`src/rtl/bridge_deadtime.sv`:
```
module bridge_deadtime #(
  parameter int PHASES = 3,
  parameter int CW     = 16
) (
  input  logic              clk,
  input  logic              rst_n,
  input  logic [PHASES-1:0] lo_cmd,
  input  logic [PHASES-1:0] hi_cmd_n,
  input  logic              dis,
  input  logic              uv,
  input  logic              refresh,
  input  logic              bypass,
  input  logic [CW-1:0]     dead_cycles,
  output logic [PHASES-1:0] lo_en,
  output logic [PHASES-1:0] hi_en
);
  localparam int CH = 2 * PHASES;

  logic [CH-1:0] req, direct, en_q;
  logic          kill, normal;

  assign req    = {~lo_cmd & ~hi_cmd_n, lo_cmd};
  assign direct = {~hi_cmd_n, lo_cmd};
  assign kill   = dis | uv;
  assign normal = !kill && !refresh && !bypass;

  for (genvar g = 0; g < CH; g++) begin : g_sw
    logic          en_r, arm_r;
    logic [CW-1:0] cnt_r;
    always_ff @(posedge clk) begin
      if (!rst_n || kill) begin
        en_r  <= 1'b0;
        arm_r <= 1'b0;
        cnt_r <= '0;
      end else if (refresh) begin
        en_r  <= (g < PHASES) ? 1'b1 : 1'b0;
        arm_r <= 1'b0;
      end else if (bypass) begin
        en_r  <= direct[g];
        arm_r <= 1'b0;
      end else if (!req[g]) begin
        en_r  <= 1'b0;
        arm_r <= 1'b0;
      end else if (!en_r) begin
        if (!arm_r) begin
          if (dead_cycles == '0) en_r <= 1'b1;
          else begin
            arm_r <= 1'b1;
            cnt_r <= dead_cycles - 1'b1;
          end
        end else if (cnt_r == '0) begin
          en_r  <= 1'b1;
          arm_r <= 1'b0;
        end else begin
          cnt_r <= cnt_r - 1'b1;
        end
      end
    end
    assign en_q[g] = en_r;
  end

  assign lo_en = en_q[PHASES-1:0];
  assign hi_en = en_q[CH-1:PHASES];

  p_no_overlap_r11: assert property (@(posedge clk) disable iff (!rst_n)
    !$past(bypass) |-> ((lo_en & hi_en) == '0));
  p_low_wins_r2: assert property (@(posedge clk) disable iff (!rst_n)
    normal |=> ((hi_en & $past(lo_cmd)) == '0));
  p_fast_off_r4: assert property (@(posedge clk) disable iff (!rst_n)
    (!refresh && !bypass) |=> ((lo_en & ~$past(lo_cmd)) == '0));
  p_follow_r7: assert property (@(posedge clk) disable iff (!rst_n)
    (bypass && !kill && !refresh) |=> (lo_en == $past(lo_cmd) && hi_en == ~$past(hi_cmd_n)));
  p_disable_r8: assert property (@(posedge clk) disable iff (!rst_n)
    dis |=> (lo_en == '0 && hi_en == '0));
  p_undervolt_r9: assert property (@(posedge clk) disable iff (!rst_n)
    uv |=> (lo_en == '0 && hi_en == '0));
  p_refresh_r10: assert property (@(posedge clk) disable iff (!rst_n)
    (refresh && !kill) |=> (lo_en == '1 && hi_en == '0));
endmodule

```
`config.mk`:
```
export PLATFORM = sky130hd
export DESIGN_NAME = bridge_deadtime
export DESIGN_NICKNAME = d
export VERILOG_FILES = /design/src/rtl/bridge_deadtime.sv
export SDC_FILE = /design/constraint.sdc
export NUM_CORES = 1
export LEC_CHECK = 0
export BUFFER_PORTS_ARGS = -buffer_cell sky130_fd_sc_hd__buf_2
export CORE_ASPECT_RATIO = 1.25
export CORE_UTILIZATION = 45
export CTS_BUF_LIST = sky130_fd_sc_hd__clkbuf_4 sky130_fd_sc_hd__clkbuf_8
export DETAILED_ROUTE_END_ITERATION = 6
export HOLD_SLACK_MARGIN = 0.1
export MAX_ROUTING_LAYER = met4
export PLACE_DENSITY = 0.62
export SLEW_MARGIN = 10
export SYNTH_ARGS = -nofsm -noshare
export SYNTH_HDL_FRONTEND = slang
export SYNTH_SLANG_ARGS = --single-unit
```
`constraint.sdc`:
```
create_clock -name clk -period 7.14 [get_ports clk]
set_clock_uncertainty 0.1 [all_clocks]
set_input_delay 1.071 -clock clk [delete_from_list [all_inputs] [get_ports clk]]
set_output_delay 1.071 -clock clk [all_outputs]
set_load 0.01 [all_outputs]
```
==> Yosys cells after proc, flatten, opt, wreduce, memory -nomap -nowiden <==
Index checks and enable logic that the tools add are counted.
{ "totals": {"reg_bits": 108, "in_bits": 28, "output_inout_bits": 6, "wordCells": 137} }
{ "op_classes": {"reduce_logical": 22, "muxes": 60, "add_sub_neg": 7, "eq_ne": 12, "n_bitwise": 18} }
{ "op_table": {"columns": ["cell", "count"], "rows": [
  ["16-bit 2-to-1 mux", 13],
  ["16-bit zero test", 7],
  ["16-bit by 1-bit subtractor with 16-bit output (second input constant)", 7],
  ["1-bit 2-to-1 mux", 47],
  ["6-bit AND reduction", 6],
  ["2-bit inequality test (second input constant)", 12],
  ["4-bit OR reduction", 6],
  ["1-bit NOT", 14],
  ["3-bit NOT", 2],
  ["3-bit AND", 1],
  ["2-bit OR reduction", 1],
  ["1-bit zero test", 1],
  ["1-bit logical OR", 1],
  ["1-bit bitwise OR", 1]
]} }

==> Depth between registers and ports, before layout <==
{ "depth": {"ltp_word": 7, "mapped_depth": 12, "ltp_nobuf": 8} }

==> Worst setup path after synthesis <==
No wires, ideal clock.
{ "synth_timing": {"kind": "input-to-reg", "from": "input port dead_cycles[0]", "to": "register g_sw[5].cnt_r[8]", "required_time_ns": 6.924, "setup_ns": 0.116, "setup_slack_ns": 3.587, "arrival_ns": 3.336, "path_buffers": 2, "stages": 10, "path_cell_list": "clkbuf_1 -> inv_1 -> ha_1 -> or4b_1 -> clkbuf_1 -> or4_1 -> xor2_1 -> o22ai_1 -> and3_1 -> a31o_2"} }
{ "synth_between": {"elab_chain_len": 3, "elab_cells_between_ends": 6, "classes_between": "add/sub (1); eq/ne (1); mux (2); reduce/logical (2)"} }
{ "synth_rtl": {"columns": ["item", "line", "source"], "rows": [
  ["from (decl)", "13", "input logic [CW-1:0] dead_cycles,"],
  ["16-bit by 1-bit subtractor with 16-bit output or 16-bit zero test (tied branches)", "49, 46", null],
  ["16-bit 2-to-1 mux or 2-bit inequality test (tied branches)", null, null],
  ["16-bit 2-to-1 mux or 6-bit AND reduction (tied branches)", null, null],
  ["to (signal assigned)", "49", "cnt_r <= dead_cycles - 1'b1;"],
  ["to (signal assigned)", "55", "cnt_r <= cnt_r - 1'b1;"],
  ["to (decl)", "29", "logic [CW-1:0] cnt_r;"]
]} }
Several ways; a longest one is shown, not always the timed one. The select of a mux whose other input is x is not followed.
A chain may end at the register's enable or synchronous reset.

==> Worst setup path after layout <==
{ "layout_timing": {"from": "input port dead_cycles[0]", "to": "register g_sw[3].cnt_r[2]"} }
{ "layout_between": {"elab_chain_len": 3, "elab_cells_between_ends": 6, "classes_between": "add/sub (1); eq/ne (1); mux (2); reduce/logical (2)"} }
{ "layout_rtl": {"columns": ["item", "line"], "rows": [
  ["16-bit by 1-bit subtractor with 16-bit output or 16-bit zero test (tied branches)", "49, 46"],
  ["16-bit 2-to-1 mux or 2-bit inequality test (tied branches)", null],
  ["16-bit 2-to-1 mux or 6-bit AND reduction (tied branches)", null],
  ["to (signal assigned)", "49"],
  ["to (signal assigned)", "55"],
  ["to (decl)", "29"]
]} }
Several ways; a longest one is shown, not always the timed one. The select of a mux whose other input is x is not followed.

==> flow_summary.ini <==
[timing]
setup_violations = 0
final_max_slew_viol_count = 0
grt_setup_unrepaired = no
setup_slack_ps = 3020
fmax_mhz = 243
finalSetupTns_ps = 0
hold_viol = 0
slew_headroom_pct = 19.3
post-route-period-util_pct = 57.7
fin_worst_hold_slack_ps = 374
worstMarginPinSlew_ps = 1200
fin_crit_ps = 4120

[detailed_routing]
wl_um = 22400
drt-pass1-iter-count = 5
antenna_left = 0
wl_per_cell_um = 19.1
drt_iter0_drc = 730
via_per_inst = 6.32
post-route-drc-count = 0
vias = 7401

[synth]
synth_enable_flop_cells = 0
syn_nets = 1001
synthTopCellsByArea = dfxtp_1 (31%), a21oi_1 (7.2%), o21ai_0 (6.5%)
yosysWarningCount = 0
syn_inst = 966
synth_sequential_area_ratio_pct = 31.0
yosysTopAreaCellShare_pct = 31.0
synth_top_cell_by_area = dfxtp_1
synthTopCellsByCount = dfxtp_1 (108), nand2_1 (106), nor2_1 (104), a21oi_1 (101), o21ai_0 (90)
synth_flop_cell = dfxtp_1
async_flop_share_pct = 0
synth_area_sq_mm = 0.00698
synth.distinct_cells = 74
synth_seq_cells = 108
avgSynthCellArea_sq_um = 7.23
synth.most_common_cell = dfxtp_1

[critical_path]
crit_chain = buf_2, inv_1, ha_1, nor4b_1, nand4_1, o22ai_1, nand2b_1, o21ai_0, a21oi_1
cp_data_arrival_time_ps = 4340
cp_num_buf_inv = 2
crit_start = dead_cycles[0]
crit_required_ps = 7360
worstSetupPathType = in -> reg
r2r_start = g_sw[0].arm_r$_SDFFE_PP0N_
endpoint_kind = register
reg2regPathDepth = 6
slowest_stage = nand4_1
startpoint_type = input pin
crit_family = simple AND/OR/NAND/NOR gates
cp_max_fo = 16
path_depth = 9
critical-path-max-stage-delay_ps = 750

[clock_tree]
path_clk_slew_ps = 110
post_cts_buffers = 0
clock_sinks = 108
cts_inserted_buffers = 9
cts_buffer_depth = 2
root_buffer = clkbuf_8
cts_tree = built
holdBufCountCts = 0
htree_levels = 3
ctsResizeCount = 0
insertion_delay_ps = 400

[placed_design]
place_inst = 1155
gp_congestion = 0.921
port_buffers = 33
placement.cell_area_sq_mm = 0.00719
post-dp-hpwl_um = 15200
pre_cts_slack_ps = 2660

[power]
p_clk_share_pct = 36.6
power.total_mw = 1.19
power_leakage_nw = 2.53
internal_power_uw = 856
pwr-share-seq_pct = 51.5
swShare_pct = 27.8
vdd_ir_drop_max_uv = 77.7
p_comb_share_pct = 11.9
switching_power_uw = 330
p_per_area_mw_per_mm2 = 160

[global_route]
grt_start_max_net_pins = 51
grt_antenna_before_repair = 0
grt_pass1_wl_um = 34900
grt_pass1_vias = 6542
grt_use_total_pct = 29.0
overflow = 0

[floorplanning]
initial_core_util_pct = 46.3
die_y_um = 141
core_sq_mm = 0.0151
row_count = 50
pin_count = 34
fp.dieW_um = 113
die_area_sq_mm = 0.0160

[job]
cap_violations = 0

[worst_hold_path]
hold_class = reg -> reg
hp-start = g_sw[2].cnt_r[15]$_SDFFE_PP0P_
holdPathStages = 2

[layout]
diodes = 0
final_cell_area_sq_mm = 0.00741
drive_gt1_share_pct = 8.00
fin_cells = 1171
layout.nets = 993
utilization_pct = 49.2
syn2layout_area_growth_pct = 6.16

[status]
run_status = finished clean
-- layout by cell type (no fill, tap or decap), drive strengths merged, types with 9 or more instances in the layout --
master	instances
buf	40
clkbuf	11
a22oi	13
and3	9
nor2	104
or4	14
inv	26
nand3	26
a31oi	14
a21oi	101
mux2i	17
dfxtp	108
o21ai	99
nor4	28
o211ai	13
nand2	106
o22ai	19
nor3	52
-- layout make-up --
class                      count  area, sq um
tap                          208          260
inverter                      27          101
clock inverter                 5         75.1
clock buffer                  11          145
fill                        1581         7660
timing repair buffer          40          218
sequential                   108         2160
multi-input combinational    772         4450
-- worst paths after layout --
path                                         end  slack (ps)
setup / recovery   g_sw[3].cnt_r[2]$_SDFFE_PP0P_        3020
hold / removal    g_sw[2].cnt_r[15]$_SDFFE_PP0P_         370
setup reg to reg   g_sw[0].cnt_r[7]$_SDFFE_PP0P_        3900
hold reg to reg   g_sw[2].cnt_r[15]$_SDFFE_PP0P_         370
-- metal layers --
metal / track usage (%) / up-vias / part of all wire, %
met5: - / - / 0
met4: 13.2 / 0 / 3.4
met2: 44.6 / 263 / 45
li1: - / 3568 / -
met3: 3.93 / 50 / 7.3
met1: 37.8 / 3520 / 44
-- flip-flops by register name, summed over array words and instances, names as in the netlist --
register / flops
g_sw.cnt_r: 96
g_sw.en_r: 6
g_sw.arm_r: 6
-- worst register-to-register path, stage by stage (launching register included) --
cell     delay [ps]
dfxtp_1         830
or4b_1          580
or4_4           490
o21ai_4         370
or2_1           440
a22oi_1         160
o22ai_1         210
-- power by group through the flow --
stage / clock [mW] / combinational [mW] / sequential (mW)
after global routing: 0.462 / 0.152 / 0.612
after CTS: 0.441 / 0.138 / 0.611
after global placement: 0 / 0.138 / 0.625
after floorplan: 0 / 0.0859 / 0.623
after detailed placement: 0 / 0.138 / 0.625
final: 0.434 / 0.141 / 0.612
-- kinds of logic (layout without fill, tap and decap cells) --
family	Yosys count	count (layout)	synth area share, %
compound gates	324	324	28.2
xor+xnor	13	13	1.63
fa+ha+maj	7	7	1.25
buf+inv	86	83	5.32
flops	108	108	31.0
mux	19	19	2.76
simple gates	409	409	29.9
Note: power is estimated with default switching activity, not from simulation.
